[config.mk]
export PLATFORM = sky130hd
export DESIGN_NAME = hard_reset_ctrl
export DESIGN_NICKNAME = d
export VERILOG_FILES = /design/src/rtl/hrst_pkg.sv /design/src/rtl/hrst_ext_filter.sv /design/src/rtl/hrst_seq.sv /design/src/rtl/hrst_domain_map.sv /design/src/rtl/hard_reset_ctrl.sv
export SDC_FILE = /design/constraint.sdc
export NUM_CORES = 1
export LEC_CHECK = 0
export BUFFER_PORTS_ARGS = -buffer_cell sky130_fd_sc_hd__buf_4
export CAP_MARGIN = 25
export CELL_PAD_IN_SITES_DETAIL_PLACEMENT = 1
export CELL_PAD_IN_SITES_GLOBAL_PLACEMENT = 1
export CORE_MARGIN = 3
export CORE_UTILIZATION = 39
export DETAILED_ROUTE_END_ITERATION = 8
export PLACE_DENSITY_LB_ADDON = 0.2
export SKIP_CTS_REPAIR_TIMING = 1
export SLEW_MARGIN = 20
export SYNTH_ARGS = -nofsm -noshare
export SYNTH_HDL_FRONTEND = slang
export SYNTH_HIERARCHICAL = 1
export SYNTH_SLANG_ARGS = --single-unit
[constraint.sdc]
create_clock -name clk -period 2.85 [get_ports clk]
set_input_delay 0.4275 -clock clk [delete_from_list [all_inputs] [get_ports clk]]
set_output_delay 0.4275 -clock clk [all_outputs]
set_load 0.01 [all_outputs]
[src/rtl/hrst_pkg.sv]
package hrst_pkg;
   typedef enum logic [1:0] {
      HR_IDLE  = 2'd0,
      HR_HOLD  = 2'd1,
      HR_DRAIN = 2'd2
   } hr_state_e;

   localparam int unsigned N_KEEP = 2;   // preserved domains: 0 = config, 1 = memory
endpackage

[src/rtl/hrst_ext_filter.sv]
module hrst_ext_filter #(
   parameter int unsigned SYNC_STAGES = 2,
   parameter int unsigned PW_W        = 8
) (
   input  logic            clk,
   input  logic            por_n,
   input  logic            ext_rst_n,
   input  logic [PW_W-1:0] min_pulse,
   output logic            ext_ok
);
   generate
      if (SYNC_STAGES < 2) begin : g_bad_sync
         $error("hrst_ext_filter: SYNC_STAGES must be at least 2");
      end
      if (PW_W < 1) begin : g_bad_pw
         $error("hrst_ext_filter: PW_W must be at least 1");
      end
   endgenerate

   logic [SYNC_STAGES-1:0] sync_q;
   logic                   sync_low;
   logic [PW_W-1:0]        run_q;
   logic [PW_W:0]          thr;
   logic [PW_W:0]          run_nx;

   always_ff @(posedge clk or negedge por_n) begin
      if (!por_n) sync_q <= '1;
      else        sync_q <= {sync_q[SYNC_STAGES-2:0], ext_rst_n};
   end

   assign sync_low = ~sync_q[SYNC_STAGES-1];
   assign thr      = (min_pulse == '0) ? (PW_W+1)'(1) : {1'b0, min_pulse};
   assign run_nx   = {1'b0, run_q} + (PW_W+1)'(1);

   always_ff @(posedge clk or negedge por_n) begin
      if (!por_n) begin
         run_q  <= '0;
         ext_ok <= 1'b0;
      end else if (!sync_low) begin
         run_q  <= '0;
         ext_ok <= 1'b0;
      end else if (!ext_ok) begin
         if (run_nx >= thr) ext_ok <= 1'b1;
         else               run_q  <= run_nx[PW_W-1:0];
      end
   end

   // qualification only ever follows a synchronized low level
   assert_ok_after_low_R1: assert property (@(posedge clk) disable iff (!por_n)
      $rose(ext_ok) |-> $past(sync_low));
endmodule

[src/rtl/hrst_seq.sv]
module hrst_seq
   import hrst_pkg::*;
#(
   parameter int unsigned CNT_W = 4
) (
   input  logic             clk,
   input  logic             por_n,
   input  logic             pwr_good,
   input  logic             req_any,
   input  logic [CNT_W-1:0] pend_cnt,
   output hr_state_e        state,
   output logic             restart_pulse
);
   generate
      if (CNT_W < 1) begin : g_bad_cnt
         $error("hrst_seq: CNT_W must be at least 1");
      end
   endgenerate

   hr_state_e state_nx;
   logic      req_ok;
   logic      first_done_q;
   logic [1:0] n_restart_q;

   assign req_ok = pwr_good & req_any;

   always_comb begin
      state_nx = state;
      unique case (state)
         HR_IDLE:  if (req_ok) state_nx = HR_HOLD;
         HR_HOLD:  if (!req_ok) state_nx = HR_DRAIN;
         HR_DRAIN: begin
            if (req_ok)                state_nx = HR_HOLD;
            else if (pend_cnt == '0)   state_nx = HR_IDLE;
         end
         default:  state_nx = HR_IDLE;
      endcase
   end

   always_ff @(posedge clk or negedge por_n) begin
      if (!por_n) begin
         state         <= HR_IDLE;
         first_done_q  <= 1'b0;
         restart_pulse <= 1'b0;
      end else begin
         state         <= state_nx;
         restart_pulse <= (state == HR_IDLE) && req_ok && !first_done_q;
         if ((state == HR_IDLE) && req_ok) first_done_q <= 1'b1;
      end
   end

   always_ff @(posedge clk or negedge por_n) begin
      if (!por_n)                              n_restart_q <= '0;
      else if (restart_pulse && n_restart_q != 2'd3) n_restart_q <= n_restart_q + 2'd1;
   end

   always_comb begin
      assert_restart_once_R4: assert (n_restart_q < 2'd2);
   end

   assert_no_start_unpowered_R3: assert property (@(posedge clk) disable iff (!por_n)
      (state == HR_IDLE && !pwr_good) |=> state == HR_IDLE);

   assert_pending_hold_R8: assert property (@(posedge clk) disable iff (!por_n)
      (state != HR_IDLE && pend_cnt != '0) |=> state != HR_IDLE);

   assert_request_holds_R7: assert property (@(posedge clk) disable iff (!por_n)
      (state != HR_IDLE && req_ok) |=> state == HR_HOLD);
endmodule

[src/rtl/hrst_domain_map.sv]
module hrst_domain_map
   import hrst_pkg::*;
(
   input  logic              clk,
   input  logic              por_n,
   input  logic              in_reset,
   input  logic [N_KEEP-1:0] save_vec,
   output logic [N_KEEP-1:0] keep_rst_n,
   output logic [N_KEEP-1:0] keep_fence
);
   logic [N_KEEP-1:0] keep_q;

   for (genvar d = 0; d < N_KEEP; d++) begin : g_dom
      always_ff @(posedge clk or negedge por_n) begin
         if (!por_n)         keep_q[d] <= 1'b0;
         else if (!in_reset) keep_q[d] <= save_vec[d];
      end
      assign keep_rst_n[d] = ~(in_reset & ~keep_q[d]);
      assign keep_fence[d] = in_reset & keep_q[d];
   end

   // the save choice is frozen for the whole hard reset
   assert_frozen_choice_R6: assert property (@(posedge clk) disable iff (!por_n)
      (in_reset && $past(in_reset)) |-> $stable(keep_rst_n) && $stable(keep_fence));
endmodule

[src/rtl/hard_reset_ctrl.sv]
module hard_reset_ctrl
   import hrst_pkg::*;
#(
   parameter int unsigned SYNC_STAGES = 2,
   parameter int unsigned PW_W        = 8,
   parameter int unsigned CNT_W       = 4
) (
   input  logic             clk,
   input  logic             por_n,
   input  logic             pwr_good,
   input  logic             ext_rst_n,
   input  logic [PW_W-1:0]  min_pulse,
   input  logic             sw_node_rst,
   input  logic             sw_hard_rst,
   input  logic             bus_init_err,
   input  logic             save_cfg,
   input  logic             save_mem,
   input  logic [CNT_W-1:0] pend_cnt,
   output logic             rst_main_n,
   output logic             rst_cfg_n,
   output logic             rst_mem_n,
   output logic             cfg_fence,
   output logic             mem_fence,
   output logic             cpu_bus_rst,
   output logic             clk_restart_req
);
   logic              ext_ok;
   logic              req_any;
   hr_state_e         state;
   logic              in_reset;
   logic [N_KEEP-1:0] keep_rst_n;
   logic [N_KEEP-1:0] keep_fence;

   hrst_ext_filter #(.SYNC_STAGES(SYNC_STAGES), .PW_W(PW_W)) u_filt (
      .clk(clk), .por_n(por_n), .ext_rst_n(ext_rst_n),
      .min_pulse(min_pulse), .ext_ok(ext_ok));

   assign req_any = ext_ok | sw_node_rst | sw_hard_rst | bus_init_err;

   hrst_seq #(.CNT_W(CNT_W)) u_seq (
      .clk(clk), .por_n(por_n), .pwr_good(pwr_good), .req_any(req_any),
      .pend_cnt(pend_cnt), .state(state), .restart_pulse(clk_restart_req));

   assign in_reset = (state != HR_IDLE);

   hrst_domain_map u_map (
      .clk(clk), .por_n(por_n), .in_reset(in_reset),
      .save_vec({save_mem, save_cfg}),
      .keep_rst_n(keep_rst_n), .keep_fence(keep_fence));

   assign rst_main_n  = ~in_reset;
   assign cpu_bus_rst = in_reset;
   assign rst_cfg_n   = keep_rst_n[0];
   assign cfg_fence   = keep_fence[0];
   assign rst_mem_n   = keep_rst_n[1];
   assign mem_fence   = keep_fence[1];

   assert_release_together_R9: assert property (@(posedge clk) disable iff (!por_n)
      $rose(rst_main_n) |-> rst_cfg_n && rst_mem_n && !cfg_fence && !mem_fence && !cpu_bus_rst);

   assert_fence_exclusive_R5: assert property (@(posedge clk) disable iff (!por_n)
      !(cfg_fence && !rst_cfg_n) && !(mem_fence && !rst_mem_n));
endmodule

# Word level (Yosys, flattened, before mapping)
# Cells that the tools add are included.
classes:
  eq_ne: 7
  n_bitwise: 13
  addsub: 1
  magnitude_cmp: 1
  n_mux: 12
  n_reduce_logical: 9
ops:
  columns: ["cell", "n"]
  rows:
  - ["8-bit 2-to-1 mux", 4]
  - ["8-bit by 1-bit adder with 9-bit output (second input constant)", 1]
  - ["9-bit >= comparator", 1]
  - ["8-bit logical NOT", 1]
  - ["2-bit 2-to-1 mux", 4]
  - ["2-bit case mux with 3 select lines", 1]
  - ["1-bit bitwise AND", 5]
  - ["1-bit NOT", 5]
  - ["4-bit logical NOT", 1]
  - ["2-bit by 1-bit inequality test with 1-bit output (second input constant)", 2]
  - ["2-bit inequality test (second input constant)", 2]
  - ["1-bit 2-to-1 mux", 3]
  - ["3-bit by 1-bit inequality test with 1-bit output (second input constant)", 1]
  - ["1-bit bitwise OR", 3]
  - ["3-bit AND reduction", 1]
  - ["2-bit by 1-bit == test with 1-bit output (second input constant)", 1]
  - ["2-bit == test (second input constant)", 1]
  - ["1-bit logical AND", 2]
  - ["2-bit logical NOT", 1]
  - ["2-bit AND reduction", 1]
  - ["2-bit nonzero test", 1]
  - ["1-bit logical NOT", 1]
totals:
  inputBits: 21
  out_inout_bits: 7
  reg_bits: 17

# Logic depth before layout (Yosys ltp)
# Gate-level depths: netlist of run 1.
depth:
  depth_word: 6
  ltp_mapped: 11
  ltp_nobuf: 10

# Cells and area by module
# Netlist of run 1, hierarchy kept.
modules_own_cells:
  columns: ["mod", "area_each_um2", "cells_each", "n_inst"]
  rows:
  - ["hrst_ext_filter", 820.8, 86, 1]
  - ["hrst_seq", 155.1, 13, 1]
  - ["hrst_domain_map", 100.1, 8, 1]
  - ["hard_reset_ctrl", 17.5, 3, 1]

# Worst setup path after synthesis of run 1
# No wires, ideal clock.
synth_path:
  path_kind: "register to register"
  from: "register u_filt.run_q[0]"
  to: "register u_filt.run_q[0]"
  arrival_ns: 2.448
  stages_incl_launch_ff: 12
  path_slack_ns: 0.277
  t_required_ns: 2.725
  synth_period_minus_slack_ns: 2.573
  n_path_buf: 1
  cell_sequence: "dfrtp_1 ha_1 and3_1 nand3_2 xnor2_1 ha_1 a211oi_2 o211ai_1 o221a_2 buf_4 nor2_1 mux2_2"
synth_via:
  elab_chain_len: 4
  elab_cells_between_ends: 7
  cone_classes: "1 x add/sub; 1 x order compare; 1 x eq/ne; 3 x mux; 1 x reduce/logical"
synth_rtl:
  columns: ["item", "line", "text"]
  rows:
  - ["from (decl)", "hrst_ext_filter.sv:22", "logic [PW_W-1:0] run_q;"]
  - ["from (signal assigned)", "hrst_ext_filter.sv:44", "else run_q <= run_nx[PW_W-1:0];"]
  - ["8-bit by 1-bit adder with 9-bit output (*)", "hrst_ext_filter.sv:33", "assign run_nx = {1'b0, run_q} + (PW_W+1)'(1);"]
  - ["9-bit >= comparator / 8-bit 2-to-1 mux (equally long branches)", "hrst_ext_filter.sv:43", "if (run_nx >= thr) ext_ok <= 1'b1;"]
  - ["2-bit by 1-bit inequality test with 1-bit output (no source line) / 8-bit 2-to-1 mux (equally long branches)", null, null]
  - ["2-bit AND reduction (no source line) / 8-bit 2-to-1 mux (equally long branches)", null, null]
# Every way passes the cells marked *; elsewhere a longest branch is shown, timed or not. The select of a mux whose other input is x is not followed.
# A chain may end at the register's enable or synchronous reset.

# Final worst setup path of run 1
layout_path:
  from: "register u_filt.run_q[0]"
  to: "register u_filt.run_q[5]"
# Same word-level chain as after synthesis.

==> results of run 1 <==
registers in the layout, indices dropped and copies added (netlist names):
name and count:
u_filt/run_q 8, u_map/keep_q 2, u_filt/ext_ok 1, u_filt/sync_q 2, u_seq/state 2, u_seq/restart_pulse 1
u_seq/first_done_q 1
worst max path at each step:
stage / slack (ps) / depth (start not counted) / from / endpoint
4_1_cts: 60 / 10 / u_filt/run_q[0] / u_filt/run_q[4]
5_1_grt: -20 / 10 / u_filt/run_q[0] / u_filt/run_q[5]
3_5_place_dp: 100 / 10 / u_filt/run_q[0] / u_filt/run_q[0]
3_3_place_gp: 200 / 10 / u_filt/run_q[0] / u_filt/run_q[5]
2_1_floorplan: 280 / 11 / u_filt/run_q[0] / u_filt/run_q[0]
6_report: 100 / 10 / u_filt/run_q[0] / u_filt/run_q[5]
worst max-delay path, delay by kind of cell (launching register included):
kind,cells,cell delay (ps)
flip-flops,1,420
AND/OR/NAND/NOR,3,840
AO/OA/AOI/OAI,4,780
adder cells (fa/ha/maj),2,470
XOR/XNOR,1,160
power groups by stage:
stage                     Clock [mW]  Sequential (mW)  Combinational, mW
after CTS                      0.136            0.284              0.157
after global routing           0.149            0.288              0.182
after detailed placement           0            0.288              0.157
after floorplan                    0            0.280             0.0858
final                          0.130            0.284              0.163
after global placement             0            0.286              0.148
placed cells by master (no fill, tap or decap), types with 5 or more instances in the layout:
master | synthesis | routed
buf_4 | 1 | 28
dfrtp_1 | 15 | 13
inv_1 | 8 | 8
a21oi_1 | 8 | 8
ha_1 | 9 | 8
nor2_1 | 8 | 7
or4_1 | 6 | 6
xnor2_1 | 5 | 5
nand2_1 | 5 | 5
o31ai_1 | 5 | 5
through the flow:
| step | worst slack (ps) | hold WS, ps | setup TNS [ps] |
|---|---|---|---|
| after global placement | 204 | 302 | 0 |
| after floorplan | 277 | 132 | 0 |
| after global routing | -23.0 | 205 | -37.7 |
| after CTS | 63.1 | -27.4 | 0 |
| after detailed placement | 99.1 | 305 | 0 |
| final | 101 | 231 | 0 |
cell type report:
type,instances,area share
Multi-Input combinational cell,82,0.461
Sequential cell,17,0.311
Timing Repair Buffer,29,0.159
Tap cell,30,0.0271
Inverter,8,0.0217
Clock buffer,3,0.0163
Clock inverter,1,0.00362
cells by family after synthesis:
logic type / Yosys count
AND/OR/NAND/NOR: 40
AO/OA/AOI/OAI: 22
flip-flops: 17
buffers and inverters: 11
adder cells (fa/ha/maj): 9
XOR/XNOR: 7
multiplexers: 4
per-layer routing:
layer  wire length, um  share of wire  up-vias
li1                  -              -      469
met1              1190           0.40      491
met2              1590           0.54       20
met3               125          0.043        4
met4                25         0.0085        0
met5                 0              0        -
==> metrics.csv, run 1 <==
metric,value,unit
cell leakage power,0.654,nW
vias in the first global route,1035,
drt pass-1 iters,4,
reg2reg start,u_filt/run_q[0],
Synth area leader,dfrtp_1,
largest net degree at the start of global routing,18,
proportion of layout cells with a drive suffix above 1,0.343,
switching share of power,0.300,
Buffers on Ports,27,
highest clock rate,364,MHz
H-tree depth,1,
CTS tree,yes,
worst skew pair latency,290,ps
"Cell Area, Placed",0.00131,mm2
first-iteration detailed-routing DRC count,27,
"count leader, synth",dfrtp_1,
DRC viols,0,
syn avg cell area,9.94,um2
post-synthesis sequential area ratio,0.391,
switching power,0.173,mW
Mapped Area,0.00109,mm2
CP endpoint kind,flop,
mux contribution to synthesized area,0.0400,
Critical Path AT,2970,ps
Worst-path clk slew,100,ps
Adder-Cell Fraction of Synth Area,0.103,
met3 Use GR,0.0461,
top post-synthesis cells by area,"dfrtp_1, ha_1, dfstp_2",
post-route ant nets,0,
peak supply drop,0.000385,V
routability-driven placement congestion ratio,0.820,
first-pass GRT wire length,4.66,mm
Comb power frac,0.283,
r2r endpoint,u_filt/run_q[5],
Post-synth ARST share,1.00,
Core Rows,18,
Design Power,0.577,mW
Yosys cell types,36,
HPWL after DPL,2.32,mm
"top cells by count, synth","dfrtp_1, ha_1, a21oi_1, inv_1, nor2_1",
Hold Path Depth,1,
cells on worst reg2reg path,10,
GR Overflow Total,0,
"Design Area, Final",0.00138,mm2
die area,0.00348,mm2
Worst Setup Path Type,reg2reg,
number of fill cells in the layout,313,
final layout net count,171,
Mapped Cells,110,
XOR/XNOR share of the synthesized area,0.0561,
synthesized net count,140,
Ys Warns,6,
Max Clock Skew,5.49,ps
Num CTS Buffers,3,
Yosys reg bits,17,
share of the synthesized area in the top cell type,0.343,
CP required,3070,ps
maxcap violations,0,
# diodes,0,
number of synthesized flops with an enable pin,0,
I/O pins,28,
met1 Track Usage GR,0.202,
Hold Crit Start,ext_rst_n,
Crit Path Max Fanout,13,
"Slowest-stage cell, CP",or4b_1,
clock period minus worst slack,2750,ps
largest family of logic cells by synthesized area,simple AND/OR/NAND/NOR gates,
die height,59.0,um
"non-filler cells, final",170,
Worst-Margin Slew,427,ps
HP Class,in2reg,
reg-to-reg setup timing slack,100,ps
via count,984,
met2 GRT Util,0.339,
status,"finished, final reports clean",
Core ar.,0.00257,mm2
Routed WL,2.93,mm
WHS Endpoint,u_filt/sync_q[0],
Syn-to-layout area delta,26.5,%
Total Routing Usage GR,0.179,
Power per Cell Area,417,mW/mm2
Final Hold Vio Count,0,
Die Span X,59.0,um
Final setup viols,0,
sequential cell area,430,um2
initial antenna violation count,0,
Max clock buf depth,2,
sequential share of power,0.492,
Clock Power Share,0.225,
wire per inst,17.2,um
CP max stage delay,530,ps
Int Power,0.404,mW
final worst path period share,0.965,
Initial Util,0.426,
utilization after layout,0.539,
Compound-Gate Fraction of Synth Area,0.151,
relative slew slack,0.713,
Simple-Gate Fraction of Synth Area,0.211,
most common flop cell mapped by yosys,dfrtp_1,
clk sinks,17,
CP startpoint kind,flop,
cells along the critical path,ha_2 -> and3_1 -> nand3_2 -> xnor2_1 -> ha_1 -> a211oi_2 -> o211ai_1 -> o221a_4 -> or4b_1 -> a21oi_1,
Multi-input gate area,638,um2
Slew Limit Fails,0,
placed cells,164,
GRT Max-Usage Layer,met2,
DR vias/cell,5.79,
root buf cell,clkbuf_4,
Note: power is estimated with default switching activity, not from simulation.
==> run 2: changes to the inputs <==
--- a/config.mk
+++ b/config.mk
@@ -7,3 +7,2 @@
 export LEC_CHECK = 0
-export BUFFER_PORTS_ARGS = -buffer_cell sky130_fd_sc_hd__buf_4
 export CAP_MARGIN = 25
@@ -14,2 +13,3 @@
 export DETAILED_ROUTE_END_ITERATION = 8
+export DONT_BUFFER_PORTS = 1
 export PLACE_DENSITY_LB_ADDON = 0.2
--- a/constraint.sdc
+++ b/constraint.sdc
@@ -3,2 +3,2 @@
 set_output_delay 0.4275 -clock clk [all_outputs]
-set_load 0.01 [all_outputs]
+set_load 0.1 [all_outputs]
==> metrics.csv, run 2 (same netlist as run 1, synthesis figures left out) <==
metric,value,unit,change
status,"finished, final reports clean",,
Multi-input gate area,639,um2,+0.20%
RSZ-0062 raised after global routing,true,,
WHS,123,ps,-107 ps
Critical Path AT,2880,ps,-90 ps
Final setup viols,0,,unchanged
CP required,3070,ps,about the same
Critical path origin,u_filt/run_q[0],,
Setup WS post-layout,191,ps,+89.5 ps
Num CTS Buffers,3,,unchanged
largest net degree at the start of global routing,18,,unchanged
Slew Limit Fails,0,,unchanged
drt pass-1 iters,4,,unchanged
routability-driven placement congestion ratio,0.871,,+6.1%
# diodes,0,,unchanged
reg-to-reg setup timing slack,190,ps,+90 ps
most frequent cells in the layout,"dfrtp_1, inv_1, a21oi_1, ha_1",,
Max Clock Skew,2.72,ps,-2.76 ps
highest clock rate,376,MHz,+3.4%
CP Buf/Inv Count,0,,unchanged
cell family with most CP delay,simple AND/OR/NAND/NOR gates,,
peak supply drop,0.000480,V,+25%
Worst Setup Path Type,reg2reg,,
HP Class,in2reg,,
root buf cell,clkbuf_4,,
r2r endpoint,u_filt/run_q[5],,
max reg flops,8,,unchanged
maxcap violations,0,,unchanged
sequential cell area,430,um2,unchanged
Buffers on Ports,0,,-100%
final layout net count,147,,-14%
Design Power,0.673,mW,+17%
number of fill cells in the layout,305,,-2.6%
CP startpoint kind,flop,,
Syn-to-layout area delta,10.1,%,
first-pass GRT wire length,4.26,mm,-8.6%
Largest Register,u_filt/run_q,,
post-route ant nets,0,,unchanged
via count,848,,-14%
Power per Cell Area,560,mW/mm2,+34%
Core ar.,0.00257,mm2,unchanged
Routed WL,2.47,mm,-16%
relative slew slack,0.421,,-0.292
Worst-path clk slew,90,ps,about the same
cells along the critical path,ha_4 -> and3_1 -> nand3_2 -> xnor2_1 -> ha_1 -> a211oi_2 -> o211ai_1 -> o221a_4 -> or4b_1 -> a21oi_1,,
die height,59.0,um,unchanged
Core Rows,18,,unchanged
CP max stage delay,510,ps,-20 ps
Initial Util,0.426,,unchanged
final worst path period share,0.933,,-0.0314
cell leakage power,0.535,nW,-18%
DRC viols,0,,unchanged
proportion of layout cells with a drive suffix above 1,0.207,,-0.136
clk sinks,17,,unchanged
Die Span X,59.0,um,unchanged
die area,0.00348,mm2,unchanged
Worst-Margin Slew,869,ps,+443 ps
DR vias/cell,5.81,,+0.35%
I/O pins,28,,unchanged
Post-Place Setup Slack,91.2,ps,-7.98 ps
"commonest non-fill, non-tap cell in the layout",dfrtp_1,,
worst skew pair latency,290,ps,about the same
crit path to,u_filt/run_q[5],,
Crit Path Max Fanout,13,,unchanged
cells on worst reg2reg path,10,,unchanged
Final Hold Vio Count,0,,unchanged
H-tree depth,1,,unchanged
CP endpoint kind,flop,,
vias in the first global route,971,,-6.2%
GR Overflow Total,0,,unchanged
wire per inst,16.9,um,-1.8%
Total Routing Usage GR,0.161,,-0.0176
HPWL after DPL,1.92,mm,-17%
first-iteration detailed-routing DRC count,28,,+3.7%
Max clock buf depth,2,,unchanged
Crit. path cell count,10,,unchanged
CTS tree,yes,,
"Slowest-stage cell, CP",or4b_1,,
clock period minus worst slack,2660,ps,-89.5 ps
reg2reg start,u_filt/run_q[0],,
initial antenna violation count,0,,unchanged
-- run 2: metal layers --
| layer | part of all wire | track usage | wire (um) | vias up |
|---|---|---|---|---|
| met2 | 0.52 | 0.300 | 1290 | 13 |
| li1 | - | - | - | 418 |
| met1 | 0.44 | 0.185 | 1080 | 414 |
| met4 | 0.0040 | 0.0291 | 10 | 0 |
| met5 | 0 | 0 | 0 | - |
| met3 | 0.038 | 0.0417 | 93 | 3 |
-- run 2: worst register-to-register path: cells and delay by family, from the launching register on --
kind	cells	cell delay, ps
flip-flops	1	440
AO/OA/AOI/OAI	4	770
XOR/XNOR	1	160
AND/OR/NAND/NOR	3	820
adder cells (fa/ha/maj)	2	410
-- run 2: worst min path at each step --
stage                    from          endpoint  slack (ps)  depth (start not counted)
floorplan               por_n     u_filt/ext_ok         130                          0
global placement        por_n   u_map/keep_q[0]         130                          0
detailed placement      por_n   u_map/keep_q[0]         130                          0
CTS                     por_n   u_filt/run_q[0]        -190                          0
global route        ext_rst_n  u_filt/sync_q[0]          90                          0
finish              ext_rst_n  u_filt/sync_q[0]         120                          0
-- run 2: area by class of cell --
| class | instances | area share |
|---|---|---|
| well taps | 30 | 0.0312 |
| multi-input cells | 82 | 0.531 |
| repair buffers | 5 | 0.0333 |
| clock buffers | 4 | 0.0218 |
| flip-flops and latches | 17 | 0.358 |
| inverters | 8 | 0.0249 |
-- run 2: metrics by stage --
step                setup TNS (ps)  std cells   util  instance area, um2
global route                  -124        146  0.469                1200
global placement                 0        141  0.444                1140
finish                           0        146  0.469                1200
CTS                              0        145  0.455                1170
floorplan                        0        110      -                1090
detailed placement               0        141  0.444                1140
-- run 2: where the power goes --
group          internal [mW]  switching, mW  total [mW]  leakage, nW
clock network         0.0545         0.0737       0.128       0.0150
registers              0.262         0.0250       0.287        0.213
logic                 0.0634          0.195       0.259        0.307
total                  0.379          0.294       0.673        0.535
==> run 3: changes to the inputs <==
SETUP_SLACK_MARGIN = 0.15   (was unset)
clock period = 3.1 ns   (was 2.85 ns; I/O delays follow)
==> metrics.csv, run 3 (same netlist as run 1, synthesis figures left out) <==
metric,value,unit,change
Core ar.,0.00257,mm2,unchanged
status,"finished, final reports clean",,
proportion of layout cells with a drive suffix above 1,0.181,,-0.0259
Comb power frac,0.387,,+0.003
Num CTS Buffers,3,,unchanged
post-route ant nets,0,,unchanged
die area,0.00348,mm2,unchanged
Largest Register,u_filt/run_q,,
Die Span X,59.0,um,unchanged
maxcap violations,0,,unchanged
relative slew slack,0.421,,about the same
Slew Limit Fails,0,,unchanged
final layout net count,147,,unchanged
RSZ-0062 raised after global routing,false,,
HP Class,in2reg,,
first-pass GRT wire length,4.13,mm,-3.2%
"Design Area, Final",0.00119,mm2,-1.4%
initial antenna violation count,0,,unchanged
Buffers on Ports,0,,unchanged
die height,59.0,um,unchanged
CP endpoint kind,flop,,
via count,841,,-0.83%
Core Rows,18,,unchanged
DR vias/cell,5.76,,-0.83%
routability-driven placement congestion ratio,0.805,,-7.5%
Power per Cell Area,514,mW/mm2,-8.1%
root buf cell,clkbuf_4,,
clk sinks,17,,unchanged
worst skew pair latency,280,ps,about the same
max reg flops,8,,unchanged
"Cell Area, Placed",0.00113,mm2,-0.66%
first-iteration detailed-routing DRC count,14,,-50%
DRC viols,0,,unchanged
Clock Power Share,0.186,,-0.004
Worst-path clk slew,90,ps,about the same
largest net degree at the start of global routing,18,,unchanged
Crit Path Max Fanout,13,,unchanged
# diodes,0,,unchanged
GR Overflow Total,0,,unchanged
final worst path period share,0.881,,-0.0519
clock period minus worst slack,2730,ps,+72.5 ps
Worst-Margin Slew,870,ps,+0.212 ps
H-tree depth,1,,unchanged
switching share of power,0.432,,-0.00510
Final setup viols,0,,unchanged
highest clock rate,366,MHz,-2.7%
switching power,0.263,mW,-10%
vias in the first global route,908,,-6.5%
"commonest non-fill, non-tap cell in the layout",dfrtp_1,,
Total Routing Usage GR,0.156,,-0.00495
Final Hold Vio Count,0,,unchanged
wire per inst,16.3,um,-3.8%
CP required,3320,ps,+250 ps
HPWL after DPL,1.92,mm,-0.16%
Initial Util,0.426,,unchanged
Max Clock Skew,5.85,ps,+3.13 ps
I/O pins,28,,unchanged
peak supply drop,0.000376,V,-22%
cell leakage power,0.539,nW,+0.69%
Routed WL,2.38,mm,-3.8%
Max clock buf depth,2,,unchanged
Critical Path AT,2950,ps,+70 ps
Syn-to-layout area delta,8.58,%,
setup tns final,0,ps,unchanged
Int Power,0.347,mW,-8.5%
drt pass-1 iters,4,,unchanged
sequential share of power,0.427,,about the same
utilization after layout,0.462,,-0.00633
most frequent cells in the layout,"dfrtp_1, ha_1, inv_1, a21oi_1, nor2_1",,
CTS tree,yes,,
CP startpoint kind,flop,,
Worst Setup Path Type,reg2reg,,
run 3: cell counts in the layout (fill, tap and decap cells not counted):
Identical to the previous run, type by type.
run 3: layout make-up:
type / count / area (um2)
well taps: 30 / 37.5
clock buffers: 4 / 26.3
inverters: 8 / 30.0
fillers: 303 / 1380
flip-flops and latches: 17 / 429
multi-input cells: 82 / 624
repair buffers: 5 / 40.0
run 3: metrics by stage:
stage                     cells  total power [mW]  hold WS (ps)  worst slack (ps)
final                       146             0.610           172               368
after global routing        146             0.648           137               157
after CTS                   144             0.612          -152               276
after detailed placement    140             0.494           170               316
after global placement      140             0.489           170               452
after floorplan             110             0.460           169               527
run 3: power by group through the flow:
stage                     clock [mW]  sequential, mW  combinational, mW
final                          0.114           0.260              0.236
after global placement             0           0.263              0.225
after CTS                      0.122           0.261              0.229
after detailed placement           0           0.265              0.229
after global routing           0.132           0.265              0.251
after floorplan                    0           0.257              0.202
run 3: final timing paths:
kind	startpoint	end	slack, ps	depth (start not counted)
worst min register to register	u_filt/sync_q[0]	u_filt/sync_q[1]	360	0
worst max register to register	u_filt/run_q[0]	u_filt/run_q[5]	370	10
min in group asynchronous	por_n	u_filt/run_q[6]	690	1
worst min-delay path	ext_rst_n	u_filt/sync_q[0]	170	0
worst max-delay path	u_filt/run_q[0]	u_filt/run_q[5]	370	10
max in group asynchronous	por_n	u_filt/run_q[0]	1880	1
run 3: critical path, stage by stage (launching register included):
cell and delay, ps:
dfrtp_2 420, ha_1 230, and3_1 180, nand3_2 120, xnor2_1 160, ha_1 250
a211oi_2 240, o211ai_1 130, o221a_4 290, or4b_1 510, a21oi_1 150
run 3: layer usage:
layer	wire length, um	share of wire	global-route usage
met1	1080	0.45	0.195
met2	1150	0.48	0.259
met5	0	0	0
met3	94	0.039	0.0417
met4	61	0.026	0.0550
